$ cat config.mk
export PLATFORM = sky130hd
export DESIGN_NAME = bidir_shift_reg
export DESIGN_NICKNAME = d
export VERILOG_FILES = /design/src/rtl/bsr_pkg.sv /design/src/rtl/bsr_mode_decode.sv /design/src/rtl/bsr_cell.sv /design/src/rtl/bidir_shift_reg.sv
export SDC_FILE = /design/constraint.sdc
export NUM_CORES = 1
export LEC_CHECK = 0
export BUFFER_PORTS_ARGS = -buffer_cell sky130_fd_sc_hd__buf_2
export CAP_MARGIN = 5
export CORE_AREA = 5 5 42 44
export CTS_BUF_LIST = sky130_fd_sc_hd__clkbuf_8
export DETAILED_ROUTE_END_ITERATION = 7
export DIE_AREA = 0 0 47 49
export GPL_TIMING_DRIVEN = 0
export MAX_ROUTING_LAYER = met4
export SYNTH_ARGS = -nofsm -noshare
export SYNTH_HDL_FRONTEND = slang
export SYNTH_SLANG_ARGS = --single-unit
$ cat constraint.sdc
create_clock -name clk -period 2 [get_ports clk]
set_input_delay 0.2 -clock clk [delete_from_list [all_inputs] [get_ports clk]]
set_output_delay 0.2 -clock clk [all_outputs]
set_load 0.02 [all_outputs]
$ cat src/rtl/bsr_pkg.sv
package bsr_pkg;

    localparam int unsigned BSR_WIDTH = 4;

    // Mode value doubles as the cell selector index:
    // own value, left neighbour, right neighbour, parallel bit.
    typedef enum logic [1:0] {
        SM_HOLD  = 2'b00,
        SM_RIGHT = 2'b01,
        SM_LEFT  = 2'b10,
        SM_LOAD  = 2'b11
    } shift_mode_e;

    function automatic shift_mode_e bits_to_mode(input logic [1:0] b);
        return shift_mode_e'(b);
    endfunction

endpackage

$ cat src/rtl/bsr_mode_decode.sv
module bsr_mode_decode
    import bsr_pkg::*;
(
    input  logic [1:0]  mode_bits,
    output shift_mode_e mode_sel
);
    always_comb begin
        mode_sel = bits_to_mode(mode_bits);
    end
endmodule

$ cat src/rtl/bsr_cell.sv
module bsr_cell
    import bsr_pkg::*;
(
    input  logic        clk,
    input  logic        clr,
    input  shift_mode_e sel,
    input  logic        from_left,
    input  logic        from_right,
    input  logic        par_bit,
    output logic        bit_q
);
    logic nxt;

    always_comb begin
        unique case (sel)
            SM_HOLD:  nxt = bit_q;
            SM_RIGHT: nxt = from_left;
            SM_LEFT:  nxt = from_right;
            SM_LOAD:  nxt = par_bit;
            default:  nxt = bit_q;
        endcase
    end

    always_ff @(posedge clk) begin
        if (clr) bit_q <= 1'b0;
        else     bit_q <= nxt;
    end
endmodule

$ cat src/rtl/bidir_shift_reg.sv
module bidir_shift_reg
    import bsr_pkg::*;
#(
    parameter int unsigned WIDTH = BSR_WIDTH
) (
    input  logic             clk,
    input  logic             clr,
    input  logic [1:0]       mode,
    input  logic             rsh_in,
    input  logic             lsh_in,
    input  logic [WIDTH-1:0] par_in,
    output logic [WIDTH-1:0] q,
    output logic             msb_out,
    output logic             lsb_out
);
    localparam int unsigned TOP = WIDTH - 1;

    shift_mode_e mode_sel;

    bsr_mode_decode u_dec (
        .mode_bits (mode),
        .mode_sel  (mode_sel)
    );

    for (genvar i = 0; i < WIDTH; i++) begin : g_cell
        logic lft, rgt;
        if (i == TOP) begin : g_left_end
            assign lft = rsh_in;
        end else begin : g_left_mid
            assign lft = q[i+1];
        end
        if (i == 0) begin : g_right_end
            assign rgt = lsh_in;
        end else begin : g_right_mid
            assign rgt = q[i-1];
        end
        bsr_cell u_cell (
            .clk        (clk),
            .clr        (clr),
            .sel        (mode_sel),
            .from_left  (lft),
            .from_right (rgt),
            .par_bit    (par_in[i]),
            .bit_q      (q[i])
        );
    end

    assign msb_out = q[TOP];
    assign lsb_out = q[0];

    // Contents are defined only once a clear has been seen.
    logic armed;
    always_ff @(posedge clk) begin
        if (clr) armed <= 1'b1;
    end

    assert_clear_zero_R1: assert property (@(posedge clk)
        clr |=> (q == '0));

    assert_hold_keeps_R2: assert property (@(posedge clk) disable iff (clr || !armed)
        (mode == 2'b00) |=> $stable(q));

    assert_shift_right_R3: assert property (@(posedge clk) disable iff (clr || !armed)
        (mode == 2'b01) |=> (q == {$past(rsh_in), $past(q[TOP:1])}));

    assert_shift_left_R4: assert property (@(posedge clk) disable iff (clr || !armed)
        (mode == 2'b10) |=> (q == {$past(q[TOP-1:0]), $past(lsh_in)}));

    assert_load_word_R5: assert property (@(posedge clk) disable iff (clr || !armed)
        (mode == 2'b11) |=> (q == $past(par_in)));
endmodule

==> flow_metrics.py, run 1 <==
metrics = {
    "pwr": {
        "clkPwrFrac_pct": 53.3,
        "power_density_mw_per_mm2": 858,
        "power.leakage_nw": 0.177,
        "combPwrFrac_pct": 17.5,
        "ir_drop_uv": 177,
        "power_switching_w": 0.0000641,
        "p_sw_share_pct": 20.7,
        "pwr-share-seq_pct": 29.2,
        "p_int_w": 0.000246,
    },
    "layout": {
        "regArea_um2": 80.1,
        "fillCellCount": 157,
        "stdcell_count": 50,
        "largest_reg_flops": 4,
        "syn_to_final_growth_pct": 60.6,
        "reg_top3": "g_cell.u_cell.bit_q: 4 flops",
        "largest_register": "g_cell.u_cell.bit_q",
        "n_antenna_cell": 0,
        "multi_input_area_um2": 115,
        "fin_util_pct": 25.8,
        "stdcell_area_um2": 362,
        "final_nets": 46,
        "drive_gt1_share_pct": 76.5,
    },
    "yosys": {
        "ys_seq_elements": 4,
        "synth_top_cells_by_area": "mux4_2, dfxtp_1, buf_4",
        "syn-num-nets": 26,
        "synth_xor_area_share_pct": 0,
        "synthTopCellsByCount": "buf_4, dfxtp_1, mux4_2, nor2b_1",
        "syn_area_um2": 225,
        "synth_compound_area_share_pct": 0,
        "ys_seq_area_share_pct": 35.6,
        "syn_area_per_cell_um2": 14.1,
        "synth_top_family_by_area": "multiplexers",
        "synth_warnings": 0,
        "netlist.area_leader.share_pct": 40.0,
        "synth_cells": 16,
        "synthMuxAreaShare_pct": 40.0,
        "synth_flop_cell": "dfxtp_1",
        "ys_types": 4,
        "synth_simple_gate_area_share_pct": 11.1,
        "yosysTopAreaCell": "mux4_2",
        "synth-edff-count": 0,
        "async_flop_share_pct": 0,
        "synth-adder-area-share_pct": 0,
    },
    "route": {
        "drc": 0,
        "ant_nets": 0,
        "vias": 185,
        "vias_per_cell": 3.70,
        "dr.first_iter.drc_count": 0,
        "wl_um": 492,
        "drt-pass1-iter-count": 1,
        "wire_per_inst_um": 9.84,
    },
    "clock_tree": {
        "cts_max_level": 1,
        "numCtsBuffers": 3,
        "postCtsSetupBuffers": 0,
        "cts_tree": "done",
        "clk_transition_reported_paths_ns": 0.03,
        "worstSkewPairLatency_ns": 0.21,
        "cts_resized": 0,
        "clock-sinks": 4,
        "clock_path_buffers": 2,
        "cts_hold_buffers": 0,
        "root_buffer": "clkbuf_8",
    },
    "floorplanning": {
        "core_area_mm2": 0.00140,
        "die_width_um": 47,
        "die_area_mm2": 0.00230,
        "die_h_um": 49,
        "start_util_pct": 16.1,
        "placementRows": 14,
        "boundaryPins": 16,
    },
    "worst_hold_path": {
        "holdCritPathClass": "in2reg",
    },
    "job": {
        "maxCapViolCount": 0,
    },
    "timing": {
        "fin_ws_ns": 0.954,
        "rsz0062_at_grt": "no",
        "relSlewSlack_pct": 91.0,
        "setup_viol": 0,
        "drv_slew": 0,
        "min_period_ns": 1.05,
        "hold_violations": 0,
        "max_freq_mhz": 956,
        "tightestPinTransition_ns": 0.135,
        "skew_ns": 0.000333,
        "finalCritPeriodShare_pct": 52.3,
        "tns_ns": 0,
    },
    "placed_design": {
        "pre_cts_ws_ns": 0.914,
        "place.port_buffers": 15,
        "dp_cells": 47,
        "place_congestion": 0.703,
        "placed_area_um2": 320,
    },
    "critical_path": {
        "critPathLaunchType": "flip-flop",
        "cp_data_required_time_ns": 1.80,
        "critPathKind": "reg2out",
        "arrival_ns": 0.85,
        "cp_max_fo": 4,
        "cp-end-kind": "output port",
    },
    "grt": {
        "antenna_found_initial": 0,
        "grt_overflow": 0,
        "grt_pass1_vias": 220,
        "grt_pass1_wl_um": 910,
        "grt_max_degree": 5,
        "grt_usage_pct": 5.81,
    },
    "run_status": {
        "status": "finished, final reports clean",
    },
}
==> critical path: stages (launching register included) <==
cell and delay, ns:
dfxtp_1 0.36, buf_4 0.12, buf_2 0.15
==> power by group through the flow <==
stage                     combinational [W]  sequential, W  clock [W]
after global placement            0.0000541      0.0000923          0
after global routing              0.0000590      0.0000926   0.000179
final                             0.0000544      0.0000907   0.000165
after floorplan                   0.0000314      0.0000939          0
after detailed placement          0.0000552      0.0000919          0
after CTS                         0.0000552      0.0000908   0.000170
==> layout by cell type (no fill, tap or decap) <==
cell / count
dfxtp_1: 4
mux4_2: 4
buf_4: 4
nor2b_1: 4
buf_2: 15
clkbuf_8: 3
==> cell type report <==
| class | instances | area share, % |
|---|---|---|
| Sequential cell | 4 | 22.1 |
| Clock buffer | 3 | 11.4 |
| Buffer | 4 | 8.30 |
| Timing Repair Buffer | 15 | 20.8 |
| Multi-Input combinational cell | 8 | 31.8 |
| Tap cell | 16 | 5.54 |
==> kinds of logic after synthesis <==
group / after synthesis
simple gates: 4
buf+inv: 4
mux: 4
flops: 4
==> layer usage <==
layer | up-vias | track usage, % | routed length (um)
met1 | 73 | 7.38 | 214
li1 | 92 | - | -
met4 | 0 | 4.15 | 18
met5 | - | - | 0
met3 | 2 | 3.69 | 100
met2 | 18 | 6.33 | 159
==> path summary, 6_finish.rpt <==
| path | startpoint | end | slack (ns) | cells after the start |
|---|---|---|---|---|
| setup reg to reg | g_cell[0].u_cell.bit_q | g_cell[1].u_cell.bit_q | 0.98 | 2 |
| setup / recovery | g_cell[0].u_cell.bit_q | q[0] | 0.95 | 2 |
| hold reg to reg | g_cell[1].u_cell.bit_q | g_cell[1].u_cell.bit_q | 0.73 | 2 |
| hold / removal | clr | g_cell[1].u_cell.bit_q | 0.20 | 2 |
==> metrics by stage <==
step,power [W],hold WS (ns)
after floorplan,0.000125,0.272
after global placement,0.000146,0.413
after detailed placement,0.000147,0.422
after CTS,0.000316,0.197
after global routing,0.000331,0.210
final,0.000310,0.201
(Power assumes the default switching activity.)
==> run 2, diff against run 1 <==
clock period = 1 ns   (was 2 ns; I/O delays follow)
==> run 2 against run 1 <==
Net effect:
- the flow now finishes with violations (negative setup slack)
- clock power is 100% higher
- clock skew hardly changed
- largest power group unchanged
- first-iteration DRC count is 1 higher
- combinational power is 99% higher
- design area is 1.4% higher
- non-clock buffer count stayed put
- setup slack worse by 0.97 ns
- register-to-register slack worse by 0.99 ns
- die area stayed put
- sequential share of layout area is 1.1 points higher
- power is 100% higher
==> flow_metrics.py, run 2 (synthesized netlist as in run 1, its figures left out) <==
metrics = {
    "layout": {
        "final_nets": 46,
        "reg_top3": "g_cell.u_cell.bit_q: 4 flops",
        "final_common_cell": "buf_2",
        "drive_gt1_share_pct": 88.2,
        "n_antenna_cell": 0,
        "syn_to_final_growth_pct": 62.8,
        "fin_util_pct": 26.2,
        "final_cell_mix": "buf_2, mux4_2, nor2b_1, buf_4, dfxtp_2",
        "largest_register": "g_cell.u_cell.bit_q",
        "largest_reg_flops": 4,
    },
    "grt": {
        "grt_use_met3_pct": 3.32,
        "busiest_layer": "met2",
        "grtUsageMet1_pct": 6.05,
        "grt_pass1_wl_um": 821,
        "antenna_found_initial": 0,
        "met2_usage_pct": 6.79,
        "grt_usage_pct": 5.45,
        "grt_pass1_vias": 202,
        "grt_overflow": 0,
        "grt_max_degree": 5,
    },
    "timing": {
        "finalCritPeriodShare_pct": 101,
        "min_period_ns": 1.01,
        "setup_viol": 4,
        "fin_ws_ns": -0.0136,
        "hold-worst-slack_ns": 0.0844,
        "relSlewSlack_pct": 93.2,
        "rsz0062_at_grt": "yes",
        "hold_violations": 0,
        "drv_slew": 0,
        "skew_ns": 0.000476,
        "tightestPinTransition_ns": 0.103,
        "max_freq_mhz": 987,
    },
    "floorplanning": {
        "core_area_mm2": 0.00140,
        "die_h_um": 49,
        "die_area_mm2": 0.00230,
        "placementRows": 14,
        "start_util_pct": 16.1,
        "die_width_um": 47,
        "boundaryPins": 16,
    },
    "critical_path": {
        "r2r-end": "g_cell[2].u_cell.bit_q",
        "cp-end-kind": "flip-flop",
        "cp_max_fo": 4,
        "critPathKind": "reg2reg",
        "reg2reg_from": "g_cell[3].u_cell.bit_q",
        "critPathLaunchType": "flip-flop",
        "reg2regPathDepth": 2,
        "arrival_ns": 1.12,
        "rrSetupSlack_ns": -0.01,
        "cp_data_required_time_ns": 1.10,
    },
    "worst_hold_path": {
        "holdPathStages": 2,
        "hold_start": "clr",
        "holdCritPathClass": "in2reg",
        "holdPathEnd": "g_cell[3].u_cell.bit_q",
    },
    "clock_tree": {
        "clock_path_buffers": 2,
        "cts_max_level": 1,
        "cts_resized": 2,
        "cts_tree": "done",
        "cts_hold_buffers": 0,
        "worstSkewPairLatency_ns": 0.21,
        "numCtsBuffers": 3,
        "postCtsSetupBuffers": 0,
        "root_buffer": "clkbuf_8",
        "clk_transition_reported_paths_ns": 0.03,
        "clock-sinks": 4,
    },
    "route": {
        "ant_nets": 0,
        "wire_per_inst_um": 9.78,
        "vias": 188,
        "drt-pass1-iter-count": 2,
        "wl_um": 489,
        "vias_per_cell": 3.76,
        "dr.first_iter.drc_count": 1,
        "drc": 0,
    },
    "run_status": {
        "violations": "negative setup slack",
        "status": "finished, violations left",
    },
    "pwr": {
        "p_int_w": 0.000495,
        "ir_drop_uv": 299,
        "power.leakage_nw": 0.179,
        "power_density_mw_per_mm2": 1700,
        "clkPwrFrac_pct": 53.2,
        "power_switching_w": 0.000129,
        "combPwrFrac_pct": 17.3,
        "pwr-share-seq_pct": 29.5,
        "p_sw_share_pct": 20.7,
    },
    "job": {
        "maxCapViolCount": 0,
    },
    "placed_design": {
        "place_congestion": 0.666,
        "place.port_buffers": 15,
    },
}
run 2: cell counts in the layout (fill, tap and decap cells not counted):
No cell type changed its count.
run 2: worst max-delay path by stage:
| stage | slack (ns) | start | cells after the start | endpoint |
|---|---|---|---|---|
| finish | -0.01 | g_cell[3].u_cell.bit_q | 2 | g_cell[2].u_cell.bit_q |
| global route | -0.05 | g_cell[3].u_cell.bit_q | 2 | g_cell[2].u_cell.bit_q |
| CTS | -0.02 | g_cell[3].u_cell.bit_q | 2 | g_cell[2].u_cell.bit_q |
| detailed placement | -0.01 | g_cell[2].u_cell.bit_q | 2 | g_cell[2].u_cell.bit_q |
| global placement | -0.006 | g_cell[2].u_cell.bit_q | 2 | g_cell[3].u_cell.bit_q |
| floorplan | -0.03 | g_cell[0].u_cell.bit_q | 2 | g_cell[1].u_cell.bit_q |
run 2: metrics by stage:
step	TNS (ns)	total power, W	setup WS, ns	cells	instance area (um2)
floorplan	-0.105	0.000252	-0.0275	16	228
global placement	-0.0186	0.000294	-0.00605	47	323
detailed placement	-0.0391	0.000295	-0.0146	47	323
CTS	-0.0458	0.000637	-0.0163	50	367
global route	-0.156	0.000654	-0.0480	50	367
finish	-0.0301	0.000624	-0.0136	50	367
run 2: power groups by stage:
stage	sequential (W)	combinational (W)	clock, W
6_report	0.000184	0.000108	0.000332
3_5_place_dp	0.000186	0.000109	0
2_1_floorplan	0.000189	0.0000630	0
4_1_cts	0.000185	0.000109	0.000343
3_3_place_gp	0.000185	0.000108	0
5_1_grt	0.000188	0.000117	0.000349
run 2: per-layer routing:
layer / vias to the layer above / routed length, um
met3: 0 / 97
met4: 0 / 0
met5: - / 0
met2: 16 / 166
li1: 92 / -
met1: 80 / 225
run 2: final cells by class:
cell class	count	area, um2
tap	16	20.0
buffer	4	30.0
sequential	4	85.1
multi-input combinational	8	115
clock buffer	3	41.3
fill	163	1030
timing repair buffer	15	75.1
run 2: worst max-delay path, stage by stage (launching register included):
cell and delay, ns:
dfxtp_2 0.32, mux4_2 0.45, nor2b_1 0.14
